**config.mk**
```make
export PLATFORM = sky130hd
export DESIGN_NAME = quad_crc16_engine
export DESIGN_NICKNAME = d
export VERILOG_FILES = /design/src/rtl/qcrc_pkg.sv /design/src/rtl/qcrc_seq.sv /design/src/rtl/qcrc_accum.sv /design/src/rtl/quad_crc16_engine.sv
export SDC_FILE = /design/constraint.sdc
export NUM_CORES = 1
export LEC_CHECK = 0
export BUFFER_PORTS_ARGS = -buffer_cell sky130_fd_sc_hd__buf_2
export CORE_MARGIN = 1.5
export CORE_UTILIZATION = 35
export CTS_BUF_LIST = sky130_fd_sc_hd__clkbuf_8 sky130_fd_sc_hd__clkbuf_16
export DETAILED_ROUTE_END_ITERATION = 12
export SETUP_SLACK_MARGIN = 0.4
export SKIP_CTS_REPAIR_TIMING = 1
export SLEW_MARGIN = 10
export SYNTH_ARGS = -nofsm -noshare
export SYNTH_HDL_FRONTEND = slang
export SYNTH_HIERARCHICAL = 1
export SYNTH_SLANG_ARGS = --single-unit
```
**constraint.sdc**
```tcl
create_clock -name clk -period 2.8 [get_ports clk]
set_clock_uncertainty 0.2 [all_clocks]
set_input_delay 0.14 -clock clk [delete_from_list [all_inputs] [get_ports clk]]
set_output_delay 0.14 -clock clk [all_outputs]
set_load 0.01 [all_outputs]
```
**src/rtl/qcrc_pkg.sv**
```systemverilog
package qcrc_pkg;

    localparam int QUAD_W = 32;
    localparam int NIB_W  = 4;
    localparam int CRC_W  = 16;
    localparam int NIBS_PER_QUAD = QUAD_W / NIB_W;
    localparam int NIB_IDX_W = $clog2(NIBS_PER_QUAD);

    typedef enum logic [1:0] {
        ST_IDLE   = 2'd0,
        ST_FETCH  = 2'd1,
        ST_CRUNCH = 2'd2
    } qcrc_state_e;

    // Working state of the datapath: quadlet being consumed and running check.
    typedef struct packed {
        logic [QUAD_W-1:0] shreg;
        logic [CRC_W-1:0]  chk;
    } qcrc_acc_t;

    // Strobes from the sequencer to the datapath.
    typedef struct packed {
        logic clr;
        logic load;
        logic fold;
        logic fin_fold;
        logic fin_zero;
    } qcrc_ctl_t;

    // One nibble step of the xor-shift check update.
    function automatic logic [CRC_W-1:0] qcrc_fold(input logic [CRC_W-1:0] chk,
                                                   input logic [NIB_W-1:0] nib);
        logic [NIB_W-1:0] s;
        logic [CRC_W-1:0] sw;
        s  = chk[CRC_W-1 -: NIB_W] ^ nib;
        sw = CRC_W'(s);
        return (chk << NIB_W) ^ (sw << 12) ^ (sw << 5) ^ sw;
    endfunction

endpackage

```
**src/rtl/qcrc_seq.sv**
```systemverilog
module qcrc_seq
    import qcrc_pkg::*;
#(
    parameter int CNT_W = 10
) (
    input  logic             clk,
    input  logic             rst,
    input  logic             start_i,
    input  logic [CNT_W-1:0] count_i,
    input  logic             q_valid_i,
    output logic             ready_o,
    output logic             busy_o,
    output logic             done_o,
    output qcrc_ctl_t        ctl_o
);

    localparam logic [NIB_IDX_W-1:0] LAST_IDX = NIB_IDX_W'(NIBS_PER_QUAD - 1);
    localparam logic [CNT_W-1:0]     ONE_LEFT = CNT_W'(1);

    qcrc_state_e          state_q;
    logic [CNT_W-1:0]     remain_q;
    logic [NIB_IDX_W-1:0] idx_q;
    logic                 done_q;

    logic take, zero_job, last_nib, last_quad;

    always_comb begin
        take       = (state_q == ST_IDLE) && start_i;
        zero_job   = take && (count_i == '0);
        ready_o    = (state_q == ST_FETCH);
        last_nib   = (state_q == ST_CRUNCH) && (idx_q == LAST_IDX);
        last_quad  = (remain_q == ONE_LEFT);
        busy_o     = (state_q != ST_IDLE);
        done_o     = done_q;

        ctl_o.clr      = take;
        ctl_o.load     = ready_o && q_valid_i;
        ctl_o.fold     = (state_q == ST_CRUNCH);
        ctl_o.fin_fold = last_nib && last_quad;
        ctl_o.fin_zero = zero_job;
    end

    always_ff @(posedge clk) begin
        if (rst) begin
            state_q  <= ST_IDLE;
            remain_q <= '0;
            idx_q    <= '0;
            done_q   <= 1'b0;
        end else begin
            done_q <= ctl_o.fin_zero || ctl_o.fin_fold;
            case (state_q)
                ST_IDLE: begin
                    if (take && !zero_job) begin
                        remain_q <= count_i;
                        state_q  <= ST_FETCH;
                    end
                end
                ST_FETCH: begin
                    if (ctl_o.load) begin
                        idx_q   <= '0;
                        state_q <= ST_CRUNCH;
                    end
                end
                ST_CRUNCH: begin
                    idx_q <= idx_q + 1'b1;
                    if (last_nib) begin
                        if (last_quad) begin
                            state_q <= ST_IDLE;
                        end else begin
                            remain_q <= remain_q - 1'b1;
                            state_q  <= ST_FETCH;
                        end
                    end
                end
                default: state_q <= ST_IDLE;
            endcase
        end
    end

endmodule

```
**src/rtl/qcrc_accum.sv**
```systemverilog
module qcrc_accum
    import qcrc_pkg::*;
(
    input  logic              clk,
    input  logic              rst,
    input  qcrc_ctl_t         ctl_i,
    input  logic [QUAD_W-1:0] q_data_i,
    output logic [CRC_W-1:0]  crc_o
);

    qcrc_acc_t        acc_q;
    logic [CRC_W-1:0] res_q;
    logic [NIB_W-1:0] cur_nib;
    logic [CRC_W-1:0] chk_nx;

    always_comb begin
        cur_nib = acc_q.shreg[QUAD_W-1 -: NIB_W];
        chk_nx  = qcrc_fold(acc_q.chk, cur_nib);
        crc_o   = res_q;
    end

    always_ff @(posedge clk) begin
        if (rst) begin
            acc_q <= '0;
            res_q <= '0;
        end else begin
            if (ctl_i.clr)
                acc_q.chk <= '0;
            else if (ctl_i.fold)
                acc_q.chk <= chk_nx;

            if (ctl_i.load)
                acc_q.shreg <= q_data_i;
            else if (ctl_i.fold)
                acc_q.shreg <= acc_q.shreg << NIB_W;

            if (ctl_i.fin_zero)
                res_q <= '0;
            else if (ctl_i.fin_fold)
                res_q <= chk_nx;
        end
    end

endmodule

```
**src/rtl/quad_crc16_engine.sv**
```systemverilog
module quad_crc16_engine
    import qcrc_pkg::*;
#(
    parameter int CNT_W = 10
) (
    input  logic              clk,
    input  logic              rst,
    input  logic              start_i,
    input  logic [CNT_W-1:0]  count_i,
    input  logic              q_valid_i,
    input  logic [QUAD_W-1:0] q_data_i,
    output logic              q_ready_o,
    output logic              busy_o,
    output logic              done_o,
    output logic [CRC_W-1:0]  crc_o
);

    qcrc_ctl_t ctl;

    qcrc_seq #(.CNT_W(CNT_W)) u_seq (
        .clk       (clk),
        .rst       (rst),
        .start_i   (start_i),
        .count_i   (count_i),
        .q_valid_i (q_valid_i),
        .ready_o   (q_ready_o),
        .busy_o    (busy_o),
        .done_o    (done_o),
        .ctl_o     (ctl)
    );

    qcrc_accum u_accum (
        .clk      (clk),
        .rst      (rst),
        .ctl_i    (ctl),
        .q_data_i (q_data_i),
        .crc_o    (crc_o)
    );

endmodule

```
==> results of run 1 <==
[worst paths after layout]
kind,slack (ns),from,depth (start not counted),to
worst min register to register,0.28,u_accum/crc_o[3],2,u_accum/crc_o[3]
worst max register to register,0.46,u_seq/remain_q[0],6,u_seq/remain_q[6]
worst max-delay path,0.46,u_seq/remain_q[0],6,u_seq/remain_q[6]
worst min-delay path,-0.01,count_i[3],3,u_seq/remain_q[3]
[state kept, by name (all words and copies together) (netlist names)]
signal          flops
u_seq/done_o        1
u_accum/crc_o      16
u_seq/remain_q     10
u_seq/state_q       2
u_accum/acc_q      48
u_seq/idx_q         3
[logic make-up (layout without fill, tap and decap cells)]
logic type,Yosys count,count (layout)
simple gates,141,141
flops,80,80
mux,74,74
compound gates,61,61
buf+inv,37,138
xor+xnor,12,12
fa+ha+maj,4,4
[cells in the final DEF, fill, tap and decap left out, drive strengths merged, types with 5 or more instances in the layout]
| cell type | instances |
|---|---|
| mux2 | 28 |
| nand3b | 6 |
| buf | 72 |
| nand4 | 5 |
| dlygate4sd3 | 41 |
| or3 | 5 |
| dfxtp | 80 |
| clkbuf | 10 |
| xnor2 | 8 |
| nand3 | 7 |
| o32ai | 6 |
| nor3b | 5 |
| o211ai | 5 |
| inv | 10 |
| nand2 | 13 |
| nor2 | 68 |
| nor4 | 6 |
| a211oi | 13 |
| mux2i | 46 |
| or4b | 5 |
| a21oi | 17 |
[cells in the mapped netlist (2+ instances only)]
cell type / instances / share of area, %
nor3b_1: 5 / 0.96
ha_1: 4 / 1.3
a211oi_1: 13 / 2.5
inv_1: 8 / 0.77
buf_2: 14 / 1.8
a2bb2oi_1: 2 / 0.45
clkbuf_1: 11 / 1.1
or3_1: 4 / 0.64
nor2b_1: 2 / 0.32
nor2_1: 68 / 6.5
a31oi_1: 3 / 0.48
or2_2: 3 / 0.48
mux2i_1: 46 / 12
nand2_1: 13 / 1.2
dfxtp_1: 80 / 41
xor3_1: 4 / 2.4
nor3_1: 4 / 0.51
nand2b_1: 4 / 0.64
o32ai_1: 6 / 1.3
buf_4: 2 / 0.38
or4b_1: 4 / 1.0
xnor2_1: 8 / 1.8
o31ai_1: 4 / 0.77
o211ai_1: 5 / 0.96
and2_1: 3 / 0.48
mux2_1: 27 / 7.8
nand4_1: 5 / 0.80
o21a_1: 2 / 0.38
a21oi_1: 17 / 2.2
nand3b_1: 6 / 1.1
nor4_1: 5 / 0.80
nand3_1: 7 / 0.89
[worst max-delay path, cell delays in order (launching register included)]
cell	delay (ns)
dfxtp_1	0.36
inv_1	0.13
ha_4	0.17
or4b_4	0.50
or4_1	0.45
a221o_1	0.35
o21ai_2	0.11
[through the flow]
stage	utilization, %	hold WS [ns]	total power [mW]	cell area [sq um]	cells
final	45.8	-0.0131	2.40	4980	650
after global routing	45.8	0.000112	2.51	4980	650
after CTS	41.8	-0.202	2.37	4550	609
after detailed placement	40.1	0.182	1.56	4360	593
after global placement	40.1	0.172	1.55	4360	593
after floorplan	-	0.0582	1.46	3930	409
[layer usage]
metal | GRT usage (%) | part of all wire (%) | vias up
met5 | 0 | 0 | -
met3 | 4.30 | 4.6 | 12
met1 | 20.4 | 46 | 1583
met2 | 24.2 | 48 | 92
met4 | 5.73 | 1.3 | 0
li1 | - | - | 1661
[layout make-up]
type / instances / area (sq um) / area share, %
clock buffers: 10 / 138 / 2.76
clock inverters: 6 / 50.0 / 1.00
inverters: 9 / 33.8 / 0.678
multi-input cells: 292 / 2180 / 43.8
flip-flops and latches: 80 / 1600 / 32.2
well taps: 140 / 175 / 3.51
repair buffers: 113 / 803 / 16.1
[power breakdown]
part	total [mW]	leakage, nW	switching (mW)	internal [mW]
Clock	0.809	0.0895	0.454	0.355
Sequential	1.21	0.649	0.0319	1.17
Combinational	0.380	1.23	0.192	0.189
Total	2.40	1.97	0.678	1.72
==> flow_summary_export.csv, run 1 <==
group,metric,value,unit
clock_tree,clkTransAtPathRegs,0.09,ns
routing,drtIter0Drc,173,
critical_path,worstPathRequired,2.90,ns
yosys,yosysSeqAreaShare,40.9,%
clock_tree,cts_buffer_depth,2,
pwr,ir_worst_vdd,193,uV
floorplan,num_rows,38,
global_route,antenna_found_initial,0,
job,drv_cap,0,
timing,slew_viol_final,0,
clock_tree,h-tree-depth,3,
timing,setup_viol,0,
clock_tree,clk_latency,0.36,ns
yosys,synth-edff-count,0,
yosys,synthArstFlopShare,0,%
timing,fmax,428,MHz
yosys,synth_adder_area_share,1.28,%
layout,synthToLayoutAreaGrowth,27.2,%
yosys,synth_top_family_by_area,"multiplexers",
global_route,track_usage,15.5,%
timing,fin_crit_sh,83.5,%
critical_path,arrival,2.44,ns
placed_design,place_ws,0.280,ns
yosys,ys_ff_latch,80,
critical_path,worstSetupPathType,"flop to flop",
global_route,grt_pass1_wl,14.3,mm
routing,wirelength,9.47,mm
yosys,synth-compound-area-share,11.1,%
floorplan,io_pins,65,
layout,fillers,1044,
floorplan,die_area,11800,sq um
clock_tree,cts_made_buffers,9,
hold_path,hp-class,"primary input to flop",
floorplan,die_h,109,um
timing,setup_ws,0.463,ns
clock_tree,cts_root_buffer,"clkbuf_8",
critical_path,worst_setup_path_end_kind,"flop",
yosys,synth_cell_types,52,
timing,holdWs,-0.0131,ns
outcome,violations,"negative hold slack",
pwr,pwr_density_cell,481,nW/um^2
timing,worst_pin_slew,0.614,ns
yosys,muxShareOfSynthArea,19.8,%
yosys,synth_fp_nets,459,
global_route,grt_start_max_net_pins,59,
outcome,status,"finished, violations left",
timing,maxSlewHeadroom,58.9,%
timing,setup_tns,0,ns
layout,n_antenna_cell,0,
routing,first_pass_iters,4,
clock_tree,cts.sinks,80,
timing,hold_viol_final,1,
timing,layout_min_cycle_time,2.34,ns
placed_design,place_congestion,0.846,
floorplan,start_util,36.0,%
global_route,grt-ovfl-total,0,
routing,ant_nets,0,
yosys,synth-xor-area-share,4.22,%
yosys,avgSynthCellArea,9.58,sq um
floorplan,core-area,10900,sq um
yosys,synth_ff_type,"dfxtp_1",
yosys,synth_area,3920,sq um
clock_tree,cts_tree,"yes",
pwr,cellLeakagePower,1.97,nW
routing,vias,3348,
placed_design,port_buffers,64,
routing,routed_via_density,5.15,
routing,wl_per_cell,14.6,um
yosys,yosys.area_share.simple,18.6,%
yosys,postSynthCellCount,409,
critical_path,setup.worst_path.start_class,"flop",
yosys,yosys_warnings,6,
timing,rsz0062_at_grt,"true",
floorplan,die_x,109,um
critical_path,cp_max_fo,5,
layout,layout-drive-gt1-share,20.4,%
layout,final_nets,555,
global_route,grt_pass1_vias,2891,
routing,drc,0,
placed_design,dpl.hpwl,6.29,mm
No activity file was read; power rests on OpenSTA's default activity.
==> run 2, diff against run 1 <==
==> constraint.sdc (replaced) <==
create_clock -name clk -period 2 [get_ports clk]
set_clock_uncertainty 0.2 [all_clocks]
set_input_delay 0.1 -clock clk [delete_from_list [all_inputs] [get_ports clk]]
set_output_delay 0.1 -clock clk [all_outputs]
set_load 0.01 [all_outputs]
==> flow_summary_export.csv, run 2 (synthesized netlist as in run 1, its figures left out) <==
group,metric,value,unit
routing,wirelength,11.6,mm
pwr,internal-power,2.95,mW
global_route,track_usage,16.7,%
clock_tree,cts_root_buffer,"clkbuf_8",
floorplan,start_util,36.0,%
clock_tree,cts_buffer_depth,2,
critical_path,crit_buf_inv,1,
timing,hold_viol_final,0,
placed_design,place_ws,-0.0902,ns
global_route,antenna_found_initial,0,
global_route,grt_start_max_net_pins,36,
routing,routed_via_density,5.12,
pwr,swShare,25.7,%
layout,n_antenna_cell,0,
clock_tree,h-tree-depth,3,
critical_path,worstPathRequired,2.10,ns
floorplan,die_x,109,um
floorplan,die_area,11800,sq um
layout,top_register,"u_accum/acc_q",
pwr,seqPwrFrac,42.6,%
timing,rsz0062_at_grt,"true",
routing,wl_per_cell,16.2,um
clock_tree,cts_tree,"yes",
layout,layout_commonest_cell,"dfxtp_1",
timing,holdWs,0.00226,ns
floorplan,io_pins,65,
critical_path,critPathMaxStageDelay,0.46,ns
layout,final_nets,624,
timing,fmax,474,MHz
global_route,grt_pass1_wl,15.2,mm
layout,stdcell_count,718,
critical_path,cp_top_family,"simple AND/OR/NAND/NOR gates",
clock_tree,cts_made_buffers,9,
pwr,clkPwrFrac,34.7,%
critical_path,arrival,2.20,ns
placed_design,place_inst,620,
global_route,grt-ovfl-total,0,
critical_path,cp_max_fo,4,
critical_path,worstSetupPathType,"flop to flop",
pwr,power.switching,1.02,mW
clock_tree,cts.sinks,80,
critical_path,setup.worst_path.start_class,"flop",
timing,setup_ws,-0.109,ns
routing,drtIter0Drc,189,
hold_path,hp-class,"primary input to flop",
timing,setup_tns,-0.707,ns
timing,maxSlewHeadroom,55.0,%
timing,fin_crit_sh,105,%
job,drv_cap,0,
timing,setup_viol,14,
pwr,cellLeakagePower,2.53,nW
critical_path,worst_setup_path_end_kind,"flop",
layout,layout-drive-gt1-share,40.8,%
timing,slew_viol_final,0,
clock_tree,clk_latency,0.36,ns
outcome,status,"finished, violations left",
placed_design,place_congestion,0.855,
timing,worst_pin_slew,0.668,ns
outcome,violations,"negative setup slack",
timing,layout_min_cycle_time,2.11,ns
pwr,finalPower,3.97,mW
critical_path,crit_chain,"inv_4 > ha_4 > or4b_4 > or4_1 > a221o_1 > o21ai_2",
global_route,grt_pass1_vias,3098,
placed_design,port_buffers,64,
placed_design,dpl.hpwl,6.79,mm
clock_tree,clkTransAtPathRegs,0.08,ns
routing,vias,3677,
floorplan,num_rows,38,
layout,synthToLayoutAreaGrowth,59.7,%
pwr,pwr_density_cell,634,nW/um^2
pwr,ir_worst_vdd,309,uV
layout,largest_reg_flops,48,
pwr,combPwrFrac,22.7,%
floorplan,die_h,109,um
critical_path,crit_slowest_cell,"or4b_4",
routing,first_pass_iters,4,
layout,most-common-layout-cells,"dfxtp_1, nor2_1, buf_2",
routing,ant_nets,0,
floorplan,core-area,10900,sq um
routing,drc,0,
[run 2: cell types whose count changed in the layout (fill, tap and decap cells not counted), moves of 5 or more]
cell and delta:
mux2_1 -27, clkbuf_16 +7, buf_6 +18, a21oi_1 -5, buf_12 +7, dfxtp_1 -5, buf_4 +32, mux2_4 +28
[run 2: worst register-to-register path: cells and delay by family (launching register included)]
kind | cells | cell delay [ns]
and+or+nand+nor | 2 | 0.88
AOI/OAI and AO/OA | 2 | 0.42
DFF | 1 | 0.37
adders and majority gates | 1 | 0.11
buffers and inverters | 1 | 0.06
[run 2: worst paths after layout]
path / endpoint / cells after the start / startpoint / slack (ns)
worst min-delay path: u_seq/remain_q[5] / 4 / count_i[5] / 0.002
worst min register to register: u_accum/crc_o[1] / 2 / u_accum/crc_o[1] / 0.28
worst max register to register: u_seq/remain_q[6] / 6 / u_seq/remain_q[0] / -0.11
worst max-delay path: u_seq/remain_q[6] / 6 / u_seq/remain_q[0] / -0.11
[run 2: power by group through the flow]
stage / registers (mW) / clock network (mW) / logic (mW)
2_1_floorplan: 1.72 / 0 / 0.394
3_3_place_gp: 1.72 / 0 / 0.582
3_5_place_dp: 1.72 / 0 / 0.585
4_1_cts: 1.69 / 1.41 / 0.587
5_1_grt: 1.70 / 1.48 / 0.963
6_report: 1.69 / 1.38 / 0.902
[run 2: cell type report]
cell class,instances,area (sq um)
Fill cell,931,4630
Clock inverter,4,67.6
Multi-Input combinational cell,293,2510
Sequential cell,80,1620
Tap cell,140,175
Timing Repair inverter,1,8.76
Inverter,9,87.6
Timing Repair Buffer,180,1620
Clock buffer,11,163
[run 2: per-stage QoR]
stage                     util, %  area (sq um)
after floorplan                 -          4170
after global placement       43.5          4740
after detailed placement     43.5          4740
after CTS                    45.6          4970
after global routing         57.5          6260
final                        57.5          6260
[run 2: routing by layer]
metal | track usage [%] | vias up | share of wire (%)
met2 | 24.8 | 94 | 48
met4 | 6.58 | 0 | 1.7
met5 | 0 | - | 0
met3 | 3.83 | 14 | 4.1
met1 | 23.2 | 1768 | 46
li1 | - | 1801 | -
==> run 3, diff against run 2 <==
==> constraint.sdc (replaced) <==
create_clock -name clk -period 2 [get_ports clk]
set_clock_uncertainty 0.2 [all_clocks]
set_input_delay 0.4 -clock clk [delete_from_list [all_inputs] [get_ports clk]]
set_output_delay 0.4 -clock clk [all_outputs]
set_load 0.01 [all_outputs]
==> flow_summary_export.csv, run 3 (synthesized netlist as in run 1, its figures left out) <==
group,metric,value,unit
outcome,status,"finished, violations left",
timing,hold_viol_final,0,
routing,ant_nets,0,
critical_path,reg2reg_from,"u_seq/remain_q[8]",
pwr,ir_worst_vdd,327,uV
critical_path,arrival,2.19,ns
global_route,grt-ovfl-total,0,
placed_design,dpl.hpwl,6.83,mm
layout,n_antenna_cell,0,
timing,worst_pin_slew,0.499,ns
layout,final_nets,583,
routing,wl_per_cell,15.3,um
floorplan,die_area,11800,sq um
layout,fillers,1012,
layout,most-common-layout-cells,"dfxtp_1, nor2_1, buf_2",
global_route,track_usage,16.7,%
floorplan,num_rows,38,
pwr,cellLeakagePower,2.31,nW
timing,layout_min_cycle_time,2.10,ns
routing,drc,0,
critical_path,crit_end,"u_accum/crc_o[12]",
clock_tree,cts_tree,"yes",
critical_path,worst_setup_path_end_kind,"flop",
floorplan,die_x,109,um
layout,synthToLayoutAreaGrowth,44.8,%
layout,layout-drive-gt1-share,43.1,%
clock_tree,cts_made_buffers,9,
layout,largest_reg_flops,48,
placed_design,port_buffers,64,
routing,routed_via_density,5.08,
clock_tree,clkTransAtPathRegs,0.09,ns
timing,maxSlewHeadroom,66.6,%
critical_path,reg2reg_setup_slack,-0.1,ns
routing,vias,3444,
clock_tree,cts.sinks,80,
job,drv_cap,0,
clock_tree,h-tree-depth,3,
floorplan,die_h,109,um
critical_path,reg2reg_to,"u_accum/crc_o[12]",
clock_tree,cts_buffer_depth,2,
critical_path,rr_worst_depth,5,
timing,fin_crit_sh,105,%
routing,drtIter0Drc,134,
global_route,grt_pass1_wl,15.3,mm
timing,rsz0062_at_grt,"true",
pwr,pwr_density_cell,643,nW/um^2
routing,first_pass_iters,4,
layout,layout_commonest_cell,"dfxtp_1",
timing,fmax,477,MHz
critical_path,cp-startpoint,"u_seq/remain_q[8]",
global_route,grt_pass1_vias,3082,
floorplan,start_util,36.0,%
timing,holdWs,0.0789,ns
timing,setup_viol,15,
placed_design,place_congestion,0.833,
global_route,grt_start_max_net_pins,31,
routing,wirelength,10.4,mm
timing,slew_viol_final,0,
critical_path,worstSetupPathType,"flop to flop",
timing,setup_ws,-0.0959,ns
floorplan,io_pins,65,
critical_path,cp_max_fo,7,
global_route,antenna_found_initial,0,
layout,final_util,52.1,%
clock_tree,clk_latency,0.35,ns
outcome,violations,"negative setup slack",
critical_path,setup.worst_path.start_class,"flop",
critical_path,worstPathRequired,2.10,ns
clock_tree,cts_root_buffer,"clkbuf_8",
hold_path,hp-class,"primary input to flop",
layout,top_register,"u_accum/acc_q",
floorplan,core-area,10900,sq um
[run 3: where the power goes]
group / switching [mW] / internal, mW / total [mW]
Clock: 0.617 / 0.570 / 1.19
Combinational: 0.351 / 0.421 / 0.772
Sequential: 0.0424 / 1.64 / 1.69
Total: 1.01 / 2.64 / 3.65
[run 3: per-layer routing]
metal  part of all wire, %  track usage [%]  vias to the layer above
met5                     0                0                        -
met4                  0.90             5.45                        0
met3                   3.9             3.35                        9
met2                    47             25.8                       80
met1                    48             23.1                     1643
li1                      -                -                     1712
[run 3: worst min-delay path by stage]
stage | from | to | slack, ns | depth (start not counted)
floorplan | u_seq/remain_q[8] | u_seq/remain_q[8] | 0.25 | 2
finish | q_data_i[1] | u_accum/acc_q[17] | 0.08 | 3
detailed placement | u_accum/crc_o[1] | u_accum/crc_o[1] | 0.27 | 2
global route | q_data_i[9] | u_accum/acc_q[25] | 0.08 | 3
CTS | q_data_i[1] | u_accum/acc_q[17] | 0.07 | 3
global placement | u_seq/idx_q[1] | u_seq/idx_q[1] | 0.26 | 2
[run 3: metrics by stage]
stage	TNS (ns)	instances	total power [mW]	setup WS, ns	area (sq um)
floorplan	-0.721	409	2.11	-0.114	4170
global placement	-0.186	625	2.30	-0.0302	4760
detailed placement	-1.19	625	2.30	-0.0696	4760
CTS	-0.899	641	3.48	-0.101	4950
global route	-2.64	678	3.80	-0.183	5670
finish	-0.808	678	3.65	-0.0959	5670
[run 3: area by class of cell]
| class | count | area (sq um) | share of cell area [%] |
|---|---|---|---|
| timing repair inverter | 2 | 27.5 | 0.485 |
| inverter | 9 | 61.3 | 1.08 |
| multi-input combinational | 292 | 2450 | 43.2 |
| clock inverter | 7 | 62.6 | 1.10 |
| tap | 140 | 175 | 3.09 |
| clock buffer | 9 | 124 | 2.18 |
| timing repair buffer | 139 | 1160 | 20.4 |
| sequential | 80 | 1610 | 28.5 |
[run 3: worst max-delay path: stages, from the launching register on]
cell and delay [ns]:
dfxtp_2 0.33, or4_4 0.56, nor4_4 0.17, and2_4 0.23
or4b_1 0.46, nand3_1 0.09
